File: src/rtl/simd_seq_pkg.sv
package simd_seq_pkg;
  localparam int INSN_W = 32;
  localparam int OP_W   = 8;
  localparam int A1_W   = 14;
  localparam int REG_W  = 5;

  localparam logic [OP_W-1:0] OP_JMP  = 8'h20;
  localparam logic [OP_W-1:0] OP_JZ   = 8'h21;
  localparam logic [OP_W-1:0] OP_JNZ  = 8'h22;
  localparam logic [OP_W-1:0] OP_SYS  = 8'h30;
  localparam logic [A1_W-1:0] SYS_STOP_CODE = 14'd4;

  typedef enum logic [1:0] {
    SQ_FETCH = 2'd0,
    SQ_LOAD  = 2'd1,
    SQ_ISSUE = 2'd2,
    SQ_HALT  = 2'd3
  } seq_state_e;

  typedef struct packed {
    logic jmp;
    logic jz;
    logic jnz;
    logic stop;
  } ctrl_class_t;
endpackage

File: src/rtl/seq_decode.sv
module seq_decode
  import simd_seq_pkg::*;
(
  input  logic [OP_W-1:0] op,
  input  logic [A1_W-1:0] a1,
  output ctrl_class_t     cls
);
  always_comb begin
    cls      = '0;
    cls.jmp  = (op == OP_JMP);
    cls.jz   = (op == OP_JZ);
    cls.jnz  = (op == OP_JNZ);
    cls.stop = (op == OP_SYS) && (a1 == SYS_STOP_CODE);
  end
endmodule

File: src/rtl/seq_lane_vote.sv
module seq_lane_vote #(
  parameter int LANES = 4
) (
  input  logic [LANES-1:0] lane_zero,
  output logic             all_zero,
  output logic             all_nonzero
);
  logic [LANES:0] zero_chain;
  logic [LANES:0] nz_chain;

  assign zero_chain[0] = 1'b1;
  assign nz_chain[0]   = 1'b1;

  for (genvar g = 0; g < LANES; g++) begin : g_vote
    assign zero_chain[g+1] = zero_chain[g] & lane_zero[g];
    assign nz_chain[g+1]   = nz_chain[g] & ~lane_zero[g];
  end

  assign all_zero    = zero_chain[LANES];
  assign all_nonzero = nz_chain[LANES];
endmodule

File: src/rtl/seq_perf_count.sv
module seq_perf_count #(
  parameter int CNT_W = 32
) (
  input  logic             clk,
  input  logic             rst,
  input  logic             run,
  input  logic             retire,
  output logic [CNT_W-1:0] cycles,
  output logic [CNT_W-1:0] retired
);
  always_ff @(posedge clk) begin
    if (rst) begin
      cycles  <= '0;
      retired <= '0;
    end else begin
      if (run)    cycles  <= cycles + 1'b1;
      if (retire) retired <= retired + 1'b1;
    end
  end

  p_cycle_frozen_r10: assert property (@(posedge clk) disable iff (rst)
    !run |=> $stable(cycles));
  p_retire_step_r10: assert property (@(posedge clk) disable iff (rst)
    retire |=> retired == $past(retired) + 1'b1);
endmodule

File: src/rtl/simd_seq.sv
module simd_seq
  import simd_seq_pkg::*;
#(
  parameter int LANES = 4,
  parameter int PC_W  = 14,
  parameter int CNT_W = 32
) (
  input  logic             clk,
  input  logic             rst,
  output logic [PC_W-1:0]  imem_addr,
  input  logic [31:0]      imem_rdata,
  input  logic [LANES-1:0] lane_zero,
  input  logic             store_busy,
  output logic             issue_valid,
  output logic [7:0]       issue_op,
  output logic [13:0]      issue_a1,
  output logic [4:0]       issue_a2,
  output logic [4:0]       issue_a3,
  output logic             halted,
  output logic [CNT_W-1:0] retired_count,
  output logic [CNT_W-1:0] cycle_count
);
  localparam int A1_LSB = REG_W * 2;
  localparam int OP_LSB = A1_LSB + A1_W;

  seq_state_e        state;
  logic [PC_W-1:0]   pc;
  logic [INSN_W-1:0] ir;
  ctrl_class_t       cls;
  logic              all_zero;
  logic              all_nonzero;
  logic              take;
  logic [PC_W-1:0]   pc_next;

  assign issue_op    = ir[OP_LSB +: OP_W];
  assign issue_a1    = ir[A1_LSB +: A1_W];
  assign issue_a2    = ir[REG_W +: REG_W];
  assign issue_a3    = ir[0 +: REG_W];
  assign issue_valid = (state == SQ_ISSUE);
  assign halted      = (state == SQ_HALT);
  assign imem_addr   = pc;

  seq_decode u_decode (
    .op  (issue_op),
    .a1  (issue_a1),
    .cls (cls)
  );

  seq_lane_vote #(.LANES(LANES)) u_vote (
    .lane_zero   (lane_zero),
    .all_zero    (all_zero),
    .all_nonzero (all_nonzero)
  );

  always_comb begin
    take    = cls.jmp | (cls.jz & all_zero) | (cls.jnz & all_nonzero);
    pc_next = take ? PC_W'(issue_a1) : pc + 1'b1;
  end

  always_ff @(posedge clk) begin
    if (rst) begin
      state <= SQ_FETCH;
      pc    <= '0;
      ir    <= '0;
    end else begin
      case (state)
        SQ_FETCH: if (!store_busy) state <= SQ_LOAD;
        SQ_LOAD: begin
          ir    <= imem_rdata;
          state <= SQ_ISSUE;
        end
        SQ_ISSUE: begin
          if (cls.stop) begin
            state <= SQ_HALT;
          end else begin
            pc    <= pc_next;
            state <= SQ_FETCH;
          end
        end
        default: state <= SQ_HALT;
      endcase
    end
  end

  seq_perf_count #(.CNT_W(CNT_W)) u_count (
    .clk     (clk),
    .rst     (rst),
    .run     (!halted),
    .retire  (issue_valid),
    .cycles  (cycle_count),
    .retired (retired_count)
  );

  p_halt_sticky_r7: assert property (@(posedge clk) disable iff (rst)
    halted |=> halted);
  p_no_issue_halted_r7: assert property (@(posedge clk) disable iff (rst)
    halted |-> !issue_valid);
  p_stall_hold_r8: assert property (@(posedge clk) disable iff (rst)
    (state == SQ_FETCH && store_busy) |=> ($stable(imem_addr) && !issue_valid));
  p_jump_target_r4: assert property (@(posedge clk) disable iff (rst)
    (issue_valid && issue_op == OP_JMP) |=> imem_addr == PC_W'($past(issue_a1)));
  p_fall_through_r9: assert property (@(posedge clk) disable iff (rst)
    (issue_valid && issue_op != OP_JMP && issue_op != OP_JZ &&
     issue_op != OP_JNZ && issue_op != OP_SYS)
    |=> imem_addr == $past(imem_addr) + 1'b1);
endmodule

File: config.mk
export PLATFORM = sky130hd
export DESIGN_NAME = simd_seq
export DESIGN_NICKNAME = d
export VERILOG_FILES = /design/src/rtl/simd_seq_pkg.sv /design/src/rtl/seq_decode.sv /design/src/rtl/seq_lane_vote.sv /design/src/rtl/seq_perf_count.sv /design/src/rtl/simd_seq.sv
export SDC_FILE = /design/constraint.sdc
export NUM_CORES = 1
export LEC_CHECK = 0
export ABC_AREA = 1
export BUFFER_PORTS_ARGS = -buffer_cell sky130_fd_sc_hd__buf_2
export CAP_MARGIN = 20
export CORE_UTILIZATION = 59
export CTS_BUF_LIST = sky130_fd_sc_hd__clkbuf_8
export CTS_CLUSTER_DIAMETER = 100
export CTS_CLUSTER_SIZE = 30
export DETAILED_ROUTE_END_ITERATION = 10
export GPL_TIMING_DRIVEN = 0
export PLACE_DENSITY = 0.9
export SLEW_MARGIN = 5
export SYNTH_ARGS = -nofsm -noshare
export SYNTH_HDL_FRONTEND = slang
export SYNTH_SLANG_ARGS = --single-unit
export TNS_END_PERCENT = 50
File: constraint.sdc
create_clock -name clk -period 3.9 [get_ports clk]
set_input_delay 0.585 -clock clk [delete_from_list [all_inputs] [get_ports clk]]
set_output_delay 0.585 -clock clk [all_outputs]
set_load 0.01 [all_outputs]
# Word level (Yosys, flattened, before mapping)
# Index checks and enable logic that the tools add are counted.
# word_totals
reg_bits	112
input_bits	39
out_inout_bits	112
wordCells	39
# classes
add_sub_neg	3
eq_ne	9
muxes	4
n_bitwise	15
reduce_logical	3
# op_table
op	count
32-bit by 1-bit adder with 32-bit output, second input constant	2
8-bit by 6-bit == test with 1-bit output, second input constant	4
14-bit by 1-bit adder with 14-bit output, second input constant	1
14-bit by 3-bit == test with 1-bit output, second input constant	1
14-bit 2-to-1 mux	1
1-bit bitwise AND	8
2-bit case mux with 3 select lines	1
1-bit NOT	5
2-bit == test, second input constant	2
2-bit 2-to-1 mux	2
2-bit by 1-bit == test with 1-bit output, second input constant	1
2-bit logical NOT	1
2-bit != test, second input constant	1
1-bit bitwise OR	2
2-bit AND reduction	1
1-bit logical AND	1

# Longest topological paths before layout
# depth
ltp_word	7
mapped_depth	11
depth_no_buf	11

# Hierarchy
# From an unflattened synthesis, not the netlist that was laid out.
# hier_totals
hier_cells	913
area_unflattened_um2	5939.4
# modules_own_cells
module	n_inst	cells_each	area_per_inst_um2	seq_area_each_um2
seq_perf_count	1	563	3592.2	1281.2
simd_seq	1	299	2139.6	960.9
seq_decode	1	41	170.2	0.0
seq_lane_vote	1	10	37.5	0.0

# Worst setup path before layout
# No wires, ideal clock.
# synth_timing
path_type	register to register
startpoint	reg u_count.cycles[0]
endpoint	reg u_count.cycles[18]
setup_ns	0.128
t_arrival_ns	1.475
required_ns	3.772
path_slack_ns	2.297
stages_incl_launch_ff	8
n_path_buf	0
period_less_slack_ns	1.603
path_cell_list	dfxtp_1 ha_1 nand4_2 nor2_2 nand3_1 nor2_1 xor2_1 nor2_1
# synth_via
elab_chain_cells	1
# synth_rtl
element	line	source
start: declaration	seq_perf_count.sv:8	output logic [CNT_W-1:0] cycles,
start signal: assignment	seq_perf_count.sv:16	if (run) cycles <= cycles + 1'b1;
32-bit by 1-bit adder with 32-bit output	seq_perf_count.sv:16	
# No other way between the ends.
# A chain may end at the register's enable or synchronous reset.

# Final worst setup path
# layout_timing
startpoint	reg state[1]
endpoint	out issue_valid
# layout_via
elab_chain_cells	1
# layout_rtl
element	line	source
start: declaration	simd_seq.sv:26	seq_state_e state;
start signal: assignment	simd_seq.sv:62	state <= SQ_FETCH;
start signal: assignment	simd_seq.sv:67	SQ_FETCH: if (!store_busy) state <= SQ_LOAD;
start signal: assignment	simd_seq.sv:70	state <= SQ_ISSUE;
2-bit == test	simd_seq.sv:39	assign issue_valid = (state == SQ_ISSUE);
end: declaration	simd_seq.sv:14	output logic issue_valid,
# No other way between the ends.

==> flow_summary.ini <==
[status]
status = completed

[pwr]
sw_frac_of_total_pct = 27.3
p_int_mw = 1.48
pwr-share-comb_pct = 11.1
switchingPower_mw = 0.557
powerDensity_nw_per_um2 = 306
seqPwrFrac_pct = 59.4
total_power_mw = 2.04
p_leak_nw = 3.01
peakVddDrop_uv = 296
clkPwrFrac_pct = 29.5

[grt]
overflow = 0
grt_max_degree = 17
grtUsageTotal_pct = 29.6
grt_pass1_wl_um = 23600
grt_pass1_vias = 5172
antenna_found_initial = 0

[logic_synthesis]
syn_area_sq_um = 5620
ys_seq_area_share_pct = 39.9
synth-edff-count = 0
synth_largest_area_cell = dfxtp_1
synth.top_cell.area_share_pct = 39.9
async_reset_ff_share_pct = 0
yosys_warnings = 0
ys_ff_latch = 112
syn_nets = 899
yosys.cell_types.count = 32
synth_area_leaders = dfxtp_1 (40%), nand2_1 (14%), nor2_1 (11%)
postSynthAreaPerCell_sq_um = 6.55
syn_inst = 857
synthFlopType = dfxtp_1

[detailed_routing]
ant_nets = 0
first_iter_violations = 371
wl_per_cell_um = 12.6
drcViolationCount = 0
via_count = 5972
totalWireLength_um = 14500
via_per_inst = 5.19
first_pass_iters = 5

[clock_tree]
worstSkewPairLatency_ps = 370
hold_buffers = 0
clockBufferDepth = 2
clk_pin_slew_worst_paths_ps = 100
clock_tree.root_cell = clkbuf_8
cts_tree = yes
postCtsSetupBuffers = 0
post_cts_resized = 0
cts_buffers = 9
clock_sinks = 112
ctsHtreeMaxLevel = 3

[die]
start_util_pct = 60.8
boundaryPins = 151
num_rows = 35
fp.dieW_um = 99.6
fp.coreArea_sq_um = 9240
dieHeight_um = 99.6
dieArea_sq_um = 9910

[cells_and_area]
antenna_cells = 0
fin_cells = 1150
n_fill_cell = 785
fin_util_pct = 72.3
final_area_sq_um = 6680
final_nets = 1059
drive_gt1_share_pct = 18.3
final_common_cell = nand2_1
area_growth_pct = 18.9
mostFrequentLayoutCells = nand2_1 (204), nor2_1 (163), buf_2 (153)

[timing]
fmax_mhz = 504
period_minus_slack_ps = 1990
slew_headroom_pct = 59.0
worst_slew_pin_slew_ps = 615
timing.final.ws_setup_ps = 1910
hold_viol_final = 0
finalCritPeriodShare_pct = 50.9
hold_ws_ps = 430
finalSetupViolations = 0
rsz0062_at_grt = false
maxSlewViolCount = 0
tns_ps = 0
skew_ps = 9.33

[critical_path]
rr_startpoint = u_count.cycles[0]$_SDFFE_PP0N_
crit_path_end_kind = output pin
cp_max_fo = 10
critical_path_arrival_ps = 1400
rrSetupSlack_ps = 1990
crit_path_start = state[1]$_SDFFE_PP0P_
critical_path_class = flip-flop to output pin
startpoint_type = flip-flop
cp.required_ps = 3310

[placement]
dp_slack_ps = 1690
io_buffer_count = 149
dp.cells = 1135
place_area_sq_um = 6520
detailed_place_hpwl_um = 11100
gp_congestion = 0.926

[job]
max_cap_viol_count = 0

[worst_hold_path]
hp-start = imem_rdata[30]
hp-class = primary input to flip-flop
## layout make-up
| cell class | count | area (sq um) | area share (%) |
|---|---|---|---|
| well taps | 129 | 161 | 2.42 |
| clock inverters | 6 | 32.5 | 0.487 |
| inverters | 98 | 370 | 5.55 |
| multi-input cells | 625 | 2920 | 43.6 |
| flip-flops and latches | 112 | 2240 | 33.6 |
| clock buffers | 9 | 124 | 1.85 |
| repair buffers | 149 | 746 | 11.2 |
| plain buffers | 22 | 87.6 | 1.31 |
## registers in the layout (all words and copies together) (netlist names)
register and flops:
imem_addr 14, ir 32, state 2, u_count.cycles 32, u_count.retired 32
## power groups by stage
| stage | Clock, mW | Combinational [mW] | Sequential (mW) |
|---|---|---|---|
| after floorplan | 0 | 0.117 | 1.25 |
| after global placement | 0 | 0.220 | 1.24 |
| after detailed placement | 0 | 0.225 | 1.24 |
| after CTS | 0.610 | 0.226 | 1.21 |
| after global routing | 0.658 | 0.253 | 1.22 |
| final | 0.602 | 0.227 | 1.21 |
## metal layers
metal	GRT usage [%]	wire length [um]	up-vias
li1	-	-	3044
met1	38.8	6470	2689
met2	49.3	6830	217
met3	6.25	951	22
met4	8.26	248	0
met5	0	0	-
## cell usage after synthesis, types with 2 or more instances
library cell / n
a21oi_1: 56
buf_2: 4
clkbuf_1: 18
dfxtp_1: 112
ha_1: 3
inv_1: 95
nand2_1: 204
nand2_4: 2
nand3_1: 59
nand3_2: 4
nand4_1: 13
nor2_1: 163
nor2_2: 4
nor2_4: 6
nor3_1: 17
nor3b_1: 5
o21ai_0: 56
o21bai_1: 2
xor2_1: 21
## path summary, 6_finish.rpt
kind,end,cells after the start
min,ir[30]$_SDFFE_PP0N_,3
max,issue_valid,3
max reg2reg,u_count.cycles[18]$_SDFFE_PP0N_,7
min reg2reg,u_count.cycles[7]$_SDFFE_PP0N_,2
## critical path: stages, from the launching register on
cell and delay [ps]:
dfxtp_1 500, nand2_4 160, inv_1 200, buf_2 170
## kinds of logic (layout without fill, tap and decap cells)
family	count (synthesis)	count (layout)	synth area share (%)
simple gates	485	485	37.5
buf+inv	120	284	8.15
compound gates	116	116	10.5
flops	112	112	39.9
xor+xnor	21	21	3.28
fa+ha+maj	3	3	0.669
Power figures use the tool's default switching activity.
